[src/rtl/ictl_pkg.sv]
package ictl_pkg;

  localparam int WORD_W  = 32;
  localparam int BYTE_W  = 8;
  localparam int LVL_W   = 3;
  localparam int SUB_W   = 2;
  localparam int FIELD_W = LVL_W + SUB_W;
  localparam int SRC_PER_PRIO = WORD_W / BYTE_W;

  typedef enum logic [1:0] {
    WM_PLAIN = 2'd0,
    WM_CLR   = 2'd1,
    WM_SET   = 2'd2,
    WM_NONE  = 2'd3
  } wr_mode_e;

  typedef enum logic [1:0] {
    RGN_CTRL = 2'd0,
    RGN_FLAG = 2'd1,
    RGN_EN   = 2'd2,
    RGN_PRIO = 2'd3
  } region_e;

  // New value of one storage bit under a write in the given mode
  function automatic logic mode_bit(logic cur, logic wbit, wr_mode_e m);
    case (m)
      WM_PLAIN: mode_bit = wbit;
      WM_CLR:   mode_bit = cur & ~wbit;
      WM_SET:   mode_bit = cur | wbit;
      default:  mode_bit = cur;
    endcase
  endfunction

endpackage

[src/rtl/ictl_bitbank.sv]
module ictl_bitbank
  import ictl_pkg::*;
#(
  parameter int NUM_BITS = 40,
  parameter int IDX_W    = 4
) (
  input  logic                clk,
  input  logic                rst_n,
  input  logic                wr_en,
  input  logic [IDX_W-1:0]    idx,
  input  wr_mode_e            wr_mode,
  input  logic [WORD_W-1:0]   wdata,
  input  logic [NUM_BITS-1:0] hw_set,
  output logic [NUM_BITS-1:0] bits_q,
  output logic [WORD_W-1:0]   rd_word
);

  // Software update first, hardware set last: a set from hardware wins.
  always_ff @(posedge clk or negedge rst_n) begin
    if (!rst_n) begin
      bits_q <= '0;
    end else begin
      for (int i = 0; i < NUM_BITS; i++) begin
        if (wr_en && (idx == IDX_W'(i / WORD_W)))
          bits_q[i] <= mode_bit(bits_q[i], wdata[i % WORD_W], wr_mode) | hw_set[i];
        else
          bits_q[i] <= bits_q[i] | hw_set[i];
      end
    end
  end

  always_comb begin
    rd_word = '0;
    for (int i = 0; i < NUM_BITS; i++) begin
      if (idx == IDX_W'(i / WORD_W))
        rd_word[i % WORD_W] = bits_q[i];
    end
  end

endmodule

[src/rtl/ictl_prio_bank.sv]
module ictl_prio_bank
  import ictl_pkg::*;
#(
  parameter int NUM_SRC = 40,
  parameter int IDX_W   = 4
) (
  input  logic                       clk,
  input  logic                       rst_n,
  input  logic                       wr_en,
  input  logic [IDX_W-1:0]           idx,
  input  wr_mode_e                   wr_mode,
  input  logic [WORD_W-1:0]          wdata,
  output logic [NUM_SRC*FIELD_W-1:0] prio_q,
  output logic [WORD_W-1:0]          rd_word
);

  // Only the low FIELD_W bits of each byte are stored; the rest is dropped.
  logic wdata_unused;
  assign wdata_unused = ^wdata;

  always_ff @(posedge clk or negedge rst_n) begin
    if (!rst_n) begin
      prio_q <= '0;
    end else if (wr_en) begin
      for (int i = 0; i < NUM_SRC; i++) begin
        if (idx == IDX_W'(i / SRC_PER_PRIO)) begin
          for (int j = 0; j < FIELD_W; j++) begin
            prio_q[i*FIELD_W + j] <= mode_bit(prio_q[i*FIELD_W + j],
                                              wdata[(i % SRC_PER_PRIO)*BYTE_W + j],
                                              wr_mode);
          end
        end
      end
    end
  end

  always_comb begin
    rd_word = '0;
    for (int i = 0; i < NUM_SRC; i++) begin
      if (idx == IDX_W'(i / SRC_PER_PRIO)) begin
        for (int j = 0; j < FIELD_W; j++)
          rd_word[(i % SRC_PER_PRIO)*BYTE_W + j] = prio_q[i*FIELD_W + j];
      end
    end
  end

endmodule

[src/rtl/ictl_arbiter.sv]
module ictl_arbiter
  import ictl_pkg::*;
#(
  parameter int NUM_SRC = 40,
  parameter int SRC_W   = 6
) (
  input  logic [NUM_SRC-1:0]         pend,
  input  logic [NUM_SRC*FIELD_W-1:0] prio,
  input  logic [LVL_W-1:0]           cur_lvl,
  output logic                       win_req,
  output logic [SRC_W-1:0]           win_src,
  output logic [LVL_W-1:0]           win_lvl
);

  logic               found;
  logic [FIELD_W-1:0] best_key;
  logic [FIELD_W-1:0] key;

  // Ascending scan with a strict compare keeps the lowest index on a full tie.
  always_comb begin
    found    = 1'b0;
    best_key = '0;
    win_src  = '0;
    key      = '0;
    for (int i = 0; i < NUM_SRC; i++) begin
      key = prio[i*FIELD_W +: FIELD_W];
      if (pend[i] && (key[FIELD_W-1 -: LVL_W] != '0) && (!found || key > best_key)) begin
        found    = 1'b1;
        best_key = key;
        win_src  = SRC_W'(i);
      end
    end
    win_lvl = best_key[FIELD_W-1 -: LVL_W];
    win_req = found && (win_lvl > cur_lvl);
  end

endmodule

[src/rtl/prio_intc.sv]
module prio_intc
  import ictl_pkg::*;
#(
  parameter int NUM_SRC = 40,
  localparam int FLAG_WORDS = (NUM_SRC + WORD_W - 1) / WORD_W,
  localparam int PRIO_WORDS = (NUM_SRC + SRC_PER_PRIO - 1) / SRC_PER_PRIO,
  localparam int IDX_W  = (PRIO_WORDS > 1) ? $clog2(PRIO_WORDS) : 1,
  localparam int ADDR_W = IDX_W + 4,
  localparam int SRC_W  = (NUM_SRC > 1) ? $clog2(NUM_SRC) : 1
) (
  input  logic               clk,
  input  logic               rst_n,
  input  logic [NUM_SRC-1:0] src_in,
  input  logic [2:0]         cur_lvl,
  input  logic               bus_sel,
  input  logic               bus_wr,
  input  logic [ADDR_W-1:0]  bus_addr,
  input  logic [31:0]        bus_wdata,
  output logic [31:0]        bus_rdata,
  output logic               irq_req,
  output logic [SRC_W-1:0]   irq_src,
  output logic [2:0]         irq_lvl,
  output logic [SRC_W-1:0]   irq_vec
);

  // Address decode
  logic [IDX_W-1:0] a_idx;
  region_e          a_rgn;
  wr_mode_e         a_mode;
  logic             wr_any;

  assign a_idx  = bus_addr[IDX_W-1:0];
  assign a_rgn  = region_e'(bus_addr[IDX_W+1:IDX_W]);
  assign a_mode = wr_mode_e'(bus_addr[IDX_W+3:IDX_W+2]);
  assign wr_any = bus_sel && bus_wr;

  // Edge detection on sources
  logic [NUM_SRC-1:0] src_q;
  logic [NUM_SRC-1:0] src_rise;

  always_ff @(posedge clk or negedge rst_n) begin
    if (!rst_n) src_q <= '0;
    else        src_q <= src_in;
  end
  assign src_rise = src_in & ~src_q;

  // Control register: bit 0 selects multi-vector reporting
  logic mv_q;
  always_ff @(posedge clk or negedge rst_n) begin
    if (!rst_n)
      mv_q <= 1'b0;
    else if (wr_any && a_rgn == RGN_CTRL && a_idx == '0)
      mv_q <= mode_bit(mv_q, bus_wdata[0], a_mode);
  end

  // Storage banks
  logic [NUM_SRC-1:0]         flag_q, en_q;
  logic [NUM_SRC*FIELD_W-1:0] prio_q;
  logic [WORD_W-1:0]          flag_rd, en_rd, prio_rd;

  ictl_bitbank #(.NUM_BITS(NUM_SRC), .IDX_W(IDX_W)) u_flag (
    .clk(clk), .rst_n(rst_n),
    .wr_en(wr_any && a_rgn == RGN_FLAG), .idx(a_idx), .wr_mode(a_mode),
    .wdata(bus_wdata), .hw_set(src_rise),
    .bits_q(flag_q), .rd_word(flag_rd)
  );

  ictl_bitbank #(.NUM_BITS(NUM_SRC), .IDX_W(IDX_W)) u_en (
    .clk(clk), .rst_n(rst_n),
    .wr_en(wr_any && a_rgn == RGN_EN), .idx(a_idx), .wr_mode(a_mode),
    .wdata(bus_wdata), .hw_set('0),
    .bits_q(en_q), .rd_word(en_rd)
  );

  ictl_prio_bank #(.NUM_SRC(NUM_SRC), .IDX_W(IDX_W)) u_prio (
    .clk(clk), .rst_n(rst_n),
    .wr_en(wr_any && a_rgn == RGN_PRIO), .idx(a_idx), .wr_mode(a_mode),
    .wdata(bus_wdata), .prio_q(prio_q), .rd_word(prio_rd)
  );

  // Registered read data
  always_ff @(posedge clk or negedge rst_n) begin
    if (!rst_n) begin
      bus_rdata <= '0;
    end else if (bus_sel && !bus_wr) begin
      case (a_rgn)
        RGN_CTRL: bus_rdata <= (a_idx == '0) ? {31'b0, mv_q} : '0;
        RGN_FLAG: bus_rdata <= flag_rd;
        RGN_EN:   bus_rdata <= en_rd;
        default:  bus_rdata <= prio_rd;
      endcase
    end
  end

  // Arbitration and registered request outputs
  logic             win_req;
  logic [SRC_W-1:0] win_src;
  logic [LVL_W-1:0] win_lvl;

  ictl_arbiter #(.NUM_SRC(NUM_SRC), .SRC_W(SRC_W)) u_arb (
    .pend(flag_q & en_q), .prio(prio_q), .cur_lvl(cur_lvl),
    .win_req(win_req), .win_src(win_src), .win_lvl(win_lvl)
  );

  always_ff @(posedge clk or negedge rst_n) begin
    if (!rst_n) begin
      irq_req <= 1'b0;
      irq_src <= '0;
      irq_lvl <= '0;
      irq_vec <= '0;
    end else begin
      irq_req <= win_req;
      irq_src <= win_req ? win_src : '0;
      irq_lvl <= win_req ? win_lvl : '0;
      irq_vec <= (win_req && mv_q) ? win_src : '0;
    end
  end

  // Unused when FLAG_WORDS is only referenced for documentation of the map
  localparam int FLAG_WORDS_UNUSED = FLAG_WORDS;

endmodule

[config.mk]
export PLATFORM = sky130hd
export DESIGN_NAME = prio_intc
export DESIGN_NICKNAME = d
export VERILOG_FILES = /design/src/rtl/ictl_pkg.sv /design/src/rtl/ictl_bitbank.sv /design/src/rtl/ictl_prio_bank.sv /design/src/rtl/ictl_arbiter.sv /design/src/rtl/prio_intc.sv
export SDC_FILE = /design/constraint.sdc
export NUM_CORES = 1
export LEC_CHECK = 0
export BUFFER_PORTS_ARGS = -buffer_cell sky130_fd_sc_hd__buf_2
export CAP_MARGIN = 10
export CORE_MARGIN = 2
export CORE_UTILIZATION = 35
export CTS_CLUSTER_DIAMETER = 30
export DETAILED_ROUTE_END_ITERATION = 8
export GPL_TIMING_DRIVEN = 0
export PLACE_DENSITY = 0.52
export SLEW_MARGIN = 10
export SYNTH_ARGS = -nofsm -noshare
export SYNTH_HDL_FRONTEND = slang
export SYNTH_HIERARCHICAL = 1
export SYNTH_SLANG_ARGS = --single-unit
[constraint.sdc]
create_clock -name clk -period 126.5 [get_ports clk]
set_clock_uncertainty 0.2 [all_clocks]
set_input_delay 12.65 -clock clk [delete_from_list [all_inputs] [get_ports clk]]
set_output_delay 12.65 -clock clk [all_outputs]
set_load 0.005 [all_outputs]
# After elaboration in Yosys (flattened, before gate mapping)
# Cells that the tools add are included.
dict set report word_totals {
  inputBits 87
  elab_cells 1584
  output_inout_bits 48
  regBits 369
}
dict set report classes {
  mux 605
  n_lt_le_gt_ge 40
  bitwise 677
  n_eq_ne 14
  n_reduce_logical 228
}
# operator count
set op_table {}
lappend op_table {{case mux 1 bit (3 select lines)} 281}
lappend op_table {{two-way mux 5 bit} 96}
lappend op_table {{OR 1 bit} 361}
lappend op_table {{AND 1 bit} 281}
lappend op_table {{two-way mux 1 bit} 202}
lappend op_table {{greater-than comparator 5 bit} 39}
lappend op_table {{nonzero test 3 bit} 41}
lappend op_table {{case mux 32 bit (3 select lines)} 1}
lappend op_table {{logical AND 1 bit} 92}
lappend op_table {{AND 40 bit} 2}
lappend op_table {{two-way mux 6 bit} 10}
lappend op_table {{zero test 1 bit} 40}
lappend op_table {{NOT 40 bit} 1}
lappend op_table {{logical OR 1 bit} 39}
lappend op_table {{two-way mux 4 bit} 8}
lappend op_table {{NOT 1 bit} 32}
lappend op_table {{AND reduction 3 bit} 10}
lappend op_table {{equality test 4 x 3 -> 1 bit (second input constant)} 4}
lappend op_table {{two-way mux 3 bit} 5}
lappend op_table {{equality test 4 x 2 -> 1 bit (second input constant)} 2}
lappend op_table {{equality test 4 bit (second input constant)} 2}
lappend op_table {{equality test 2 bit (second input constant)} 3}
lappend op_table {{AND reduction 2 bit} 3}
lappend op_table {{equality test 2 x 1 -> 1 bit (second input constant)} 2}
lappend op_table {{5 further kinds} 7}

# Logic depth before layout (Yosys ltp)
dict set report depth {
  word_depth 163
  ltp_mapped 418
  ltp_nobuf 404
}

# Modules after synthesis
# The synthesis kept the hierarchy.
# module seq_area_each_um2 area_each_um2 cells_each n_inst
set modules_own_cells {}
lappend modules_own_cells {ictl_arbiter 0.0 12114.1 1698 1}
lappend modules_own_cells {ictl_prio_bank 5004.8 9875.7 1052 1}
lappend modules_own_cells {ictl_bitbank 1001.0 2268.4 212 2}
lappend modules_own_cells {prio_intc 2227.1 4210.3 354 1}

# Worst setup path after synthesis
# OpenSTA, ideal clock, no wires.
dict set report synth_path {
  path_type {register -> register}
  from {reg u_prio.prio_q[2]}
  to {reg irq_vec[4]}
  path_stages_with_launch 383
  n_path_buf 14
  setup_time_ps 67
  t_required_ps 126233
  arrival_ps 70084
  synth_period_minus_slack_ps 70351
  setup_slack_ps 56149
  cell_sequence {dfrtp_1 -> o31a_4 -> and2_2 -> ha_1 -> nor2b_1 -> o21a_1 -> o21ai_0 -> a21oi_1 -> nand2_1 -> o21ai_0 -> inv_1 -> ha_1 -> and3_1 -> o21ai_1 -> a32oi_1 -> o21ai_1 -> mux2_2 -> ha_1 -> (+347 left out) -> mux2_1 -> ha_1 -> nor2b_1 -> o21a_1 -> o21a_1 -> o21ai_0 -> nand2b_1 -> a21oi_1 -> nor2_1 -> a31o_1 -> o32a_1 -> ha_1 -> nor2b_1 -> o21a_1 -> o21ai_0 -> a21oi_1 -> clkbuf_1 -> and3_1}
}
dict set report synth_via {
  elab_chain_cells 163
  elab_cells_between_ends 266
}
# element line_no
set synth_lines {}
lappend synth_lines {{from (decl)} ictl_prio_bank.sv:13} ;# output logic [NUM_SRC*FIELD_W-1:0] prio_q,
lappend synth_lines {{from (signal, indexed assignment)} ictl_prio_bank.sv:28} ;# prio_q[i*FIELD_W + j] <= mode_bit(prio_q[i*FIELD_W + j],
lappend synth_lines {{nonzero test 3 bit} ictl_arbiter.sv:27} ;# if (pend[i] && (key[FIELD_W-1 -: LVL_W] != '0) && (!found || key > best_key)) begin
lappend synth_lines {{logical AND 1 bit} ictl_arbiter.sv:27}
lappend synth_lines {{two-way mux 5 bit or two-way mux 1 bit (tied branches)} ictl_arbiter.sv:27}
lappend synth_lines {{greater-than comparator 5 bit or zero test 1 bit (tied branches)} ictl_arbiter.sv:27}
lappend synth_lines {{logical OR 1 bit} ictl_arbiter.sv:27}
lappend synth_lines {{logical AND 1 bit} ictl_arbiter.sv:27}
lappend synth_lines {{two-way mux 5 bit or two-way mux 1 bit (tied branches)} ictl_arbiter.sv:27}
lappend synth_lines {{greater-than comparator 5 bit or zero test 1 bit (tied branches)} ictl_arbiter.sv:27}
lappend synth_lines {{(+149 left out)} -}
lappend synth_lines {{logical AND 1 bit} ictl_arbiter.sv:27}
lappend synth_lines {{two-way mux 5 bit *} ictl_arbiter.sv:27}
lappend synth_lines {{named net win_lvl[1]} prio_intc.sv:98} ;# logic [LVL_W-1:0] win_lvl;
lappend synth_lines {{greater-than comparator 3 bit *} ictl_arbiter.sv:34} ;# win_req = found && (win_lvl > cur_lvl);
lappend synth_lines {{logical AND 1 bit *} ictl_arbiter.sv:34}
lappend synth_lines {{named net win_req} prio_intc.sv:96} ;# logic win_req;
lappend synth_lines {{logical AND 1 bit *} prio_intc.sv:115} ;# irq_vec <= (win_req && mv_q) ? win_src : '0;
lappend synth_lines {{two-way mux 6 bit *} prio_intc.sv:115}
lappend synth_lines {{to (signal assigned)} prio_intc.sv:115}
lappend synth_lines {{to (decl)} prio_intc.sv:23} ;# output logic [SRC_W-1:0] irq_vec
# Mark *: on every way through the listed nets, which the timed path passes. The rest lies on a longest branch.
# A chain may end at the register's enable or synchronous reset.

# Worst setup path after layout
dict set report layout_path {
  from {reg u_flag.bits_q[0]}
  to {reg irq_vec[4]}
}
dict set report layout_via {
  elab_chain_cells 163
  elab_cells_between_ends 266
}
# element line_no
set layout_lines {}
lappend layout_lines {{from (decl)} ictl_bitbank.sv:14} ;# output logic [NUM_BITS-1:0] bits_q,
lappend layout_lines {{from (signal, indexed assignment)} ictl_bitbank.sv:25} ;# bits_q[i] <= mode_bit(bits_q[i], wdata[i % WORD_W], wr_mode) | hw_set[i];
lappend layout_lines {{from (signal, indexed assignment)} ictl_bitbank.sv:27} ;# bits_q[i] <= bits_q[i] | hw_set[i];
lappend layout_lines {{AND 40 bit *} prio_intc.sv:101} ;# .pend(flag_q & en_q), .prio(prio_q), .cur_lvl(cur_lvl),
lappend layout_lines {{logical AND 1 bit *} ictl_arbiter.sv:27}
lappend layout_lines {{two-way mux 5 bit or two-way mux 1 bit (tied branches)} ictl_arbiter.sv:27}
lappend layout_lines {{greater-than comparator 5 bit or zero test 1 bit (tied branches)} ictl_arbiter.sv:27}
lappend layout_lines {{logical OR 1 bit} ictl_arbiter.sv:27}
lappend layout_lines {{logical AND 1 bit} ictl_arbiter.sv:27}
lappend layout_lines {{two-way mux 5 bit or two-way mux 1 bit (tied branches)} ictl_arbiter.sv:27}
lappend layout_lines {{greater-than comparator 5 bit or zero test 1 bit (tied branches)} ictl_arbiter.sv:27}
lappend layout_lines {{(+149 left out)} -}
lappend layout_lines {{logical AND 1 bit} ictl_arbiter.sv:27}
lappend layout_lines {{two-way mux 5 bit *} ictl_arbiter.sv:27}
lappend layout_lines {{named net win_lvl[1]} prio_intc.sv:98}
lappend layout_lines {{greater-than comparator 3 bit *} ictl_arbiter.sv:34}
lappend layout_lines {{logical AND 1 bit *} ictl_arbiter.sv:34}
lappend layout_lines {{named net win_req} prio_intc.sv:96}
lappend layout_lines {{logical AND 1 bit *} prio_intc.sv:115}
lappend layout_lines {{two-way mux 6 bit *} prio_intc.sv:115}
# Marked as above.

==> qor.csv <==
metric,value,unit
Total Routing Usage GR,28.43,%
dominant register cell in the synthesized netlist,dfrtp_1,
global-route wire length before repair,190000,um
Critical Path Fanout Max,10,
number of distinct library cells after synthesis,160,
"antenna viol nets, final",0,
average routed wire per standard cell,25.95,um
Post-synth EDFFs,0,
total of buffers placed on input and output ports,133,
clock insertion delay at the later pin of the skew report,0.66,ns
cell mode on critical path,ha_1,
hold buffers post-CTS,0,
"Setup Fix Bufs, Post-CTS",0,
cell type of the slowest stage on the worst timing path,a221oi_1,
maximum clock insertion buffer count,3,
path class of the lowest-slack min-delay path,flip-flop to flip-flop,
number of primary I/O pins,135,
result of the run,finished clean,
wire length after detailed routing,130800,um
count of max-cap constraint violations,0,
data required time at the worst endpoint,126.89,ns
Core Region,86890,um2
area of the die,90210,um2
wire length on met1,56560,um
number of clock buffers inserted by TritonCTS,87,
CTS resizes,0,
Synth top area share,30.04,%
routed via count,29640,
starting density of the core,35.38,%
clock tree from TritonCTS,built,
highest clock frequency the design can meet,12.15,MHz
CTS H-tree depth,3,
RSZ-0062 raised after global routing,no,
count of endpoints failing hold in the final timing report,0,
number of synthesis warnings,6,
met3 wire length,12350,um
share of synthesized flip-flops with an asynchronous set or reset,100.0,%
pin count of the biggest net entering global routing,105,
Setup TNS Final,0,ns
HPWL after detailed placement,100300,um
max-slew violation count,0,
Top Layer Used,met4,
top area cells in the synthesized netlist,"dfrtp_1 (30%), o21ai_0 (8.1%), ha_1 (7.0%)",
number of antenna violations at the first check in global routing,5,
endpoint kind of the worst setup timing path,flip-flop,
number of failing setup endpoints in the final timing report,0,
residual DRC count,0,
cell accounting for the most synthesized area,dfrtp_1,
mean post-synth cell area,8.712,um2
clock tree root buffer cell,clkbuf_16,
number of nets in the layout,4064,
data arrival time at the worst-slack endpoint,82.70,ns
vias in the first global route,27930,
actual transition at the worst max-transition pin,1.380,ns
post-synthesis instance area,30740,um2
horizontal die dimension,300.3,um
Synth Register Bits,369,
vertical extent of the die,300.3,um
most instantiated cells after synthesis,"o21ai_0 (495), dfrtp_1 (369), nand2_1 (275)",
most frequent cell after synthesis,o21ai_0,
gate count after technology mapping,3528,
crit path time final,82.31,ns
first-pass iteration count of the detailed router,6,
sequential-to-total area share from yosys stat,30.04,%
Row Count,108,
routability cong.,1.027,
fraction of final layout cells with drive strength greater than 1,19.55,%
Sinks on Clock Net,369,
type of origin of the critical path,flip-flop,
Avg Vias per Cell,5.881,
Worst slew margin,7.991,%
delay of the slowest cell on the worst path,0.82,ns
post-route fraction of the period consumed by the critical path,65.06,%
violation count after the first detailed-routing iteration,3317,
total gr overflow,0,
clock transition at the registers of the reported paths,0.05,ns
area overhead of the layout relative to synthesis,18.15,%
detailed-routed wire length on met2,56120,um
startpoint-to-endpoint class of the critical path,flip-flop to flip-flop,
==> worst paths after layout <==
| kind | start | end | slack (ns) | cells past startpoint |
|---|---|---|---|---|
| min reg2reg | bus_rdata[28]$_DFFE_PN0P_ | bus_rdata[28]$_DFFE_PN0P_ | 0.27 | 2 |
| max reg2reg | u_flag/bits_q[0]$_DFF_PN0_ | irq_vec[4]$_DFF_PN0_ | 44.19 | 386 |
| min | bus_rdata[28]$_DFFE_PN0P_ | bus_rdata[28]$_DFFE_PN0P_ | 0.27 | 2 |
| max in group asynchronous | rst_n | u_prio/prio_q[109]$_DFFE_PN0P_ | 112.78 | 4 |
| max | u_flag/bits_q[0]$_DFF_PN0_ | irq_vec[4]$_DFF_PN0_ | 44.19 | 386 |
| min in group asynchronous | rst_n | u_flag/bits_q[38]$_DFF_PN0_ | 11.71 | 1 |
==> routing by layer <==
| metal | vias to the layer above | GRT usage, % |
|---|---|---|
| li1 | 13560 | - |
| met1 | 14430 | 39.04 |
| met2 | 1412 | 42.53 |
| met3 | 242 | 6.894 |
| met4 | 0 | 11.86 |
| met5 | - | 0 |
==> critical path, delay by kind of cell (launching register included) <==
family,cells,cell delay (ns)
and+or+nand+nor,96,16.62
buffers and inverters,46,5.89
DFF,1,0.40
AOI/OAI and AO/OA,171,37.15
adders and majority gates,43,12.15
muxes,30,9.67
==> registers in the layout (all words and copies together) (netlist names) <==
signal         count
bus_rdata         32
irq_lvl            3
irq_req            1
irq_src            6
irq_vec            6
mv_q               1
src_q             40
u_en/bits_q       40
u_flag/bits_q     40
u_prio/prio_q    200
==> placed cells by master, fill, tap and decap left out, types with 16 or more instances in the layout <==
master and n:
a21o_1 22, a21oi_1 152, a221o_1 81, a22o_1 17, a22oi_1 18, a22oi_2 17
a31oi_1 28, and2_1 105, and3_1 29, buf_2 162, buf_4 34, buf_6 23
clkbuf_1 100, clkbuf_16 87, clkbuf_8 21, clkinvlp_4 16, conb_1 52, dfrtp_1 369
ha_1 171, inv_1 200, mux2_2 71, mux2_4 36, mux2i_1 92, nand2_1 275
nand2b_1 99, nand3_1 141, nand4_1 26, nor2_1 148, nor2b_1 69, nor3_1 39
o21a_1 30, o21ai_0 495, o21ai_1 60, o221ai_1 19, o31ai_1 31, o32ai_1 16
==> kinds of logic after synthesis <==
family	count (synthesis)	synth area share [%]
and+or+nand+nor	1107	19.82
other	2	0.02443
adders and majority gates	177	7.160
AOI/OAI and AO/OA	1238	27.58
xor gates and xnor gates	18	0.5373
muxes	208	7.812
DFF	369	30.04
buffers and inverters	409	7.022
==> final cells by class <==
type                       count  area (um2)
fill                        8687       50570
multi-input combinational   2800       19550
sequential                   369        9234
clock buffer                 104        2331
tap                         1155        1445
buffer                       209        1408
timing repair buffer         139       812.0
clock inverter                57       769.5
inverter                     200       750.7
antenna                        7       17.52
==> stage by stage <==
stage | std cells | hold slack, ns | area [um2] | util, % | setup slack [ns]
2_1_floorplan | 3578 | 0.2793 | 30920 | - | 56.15
3_5_place_dp | 4872 | 0.2707 | 33190 | 38.20 | 45.15
4_1_cts | 5033 | 0.2806 | 36290 | 41.77 | 44.93
3_3_place_gp | 4866 | 0.2692 | 33040 | 38.02 | 45.31
6_report | 5040 | 0.2742 | 36310 | 41.79 | 44.19
5_1_grt | 5033 | 0.2973 | 36300 | 41.77 | 37.14
Power is left out: the tool's default activity adds up to more than one toggle a clock period on the data nets, which glitch-free logic cannot reach.
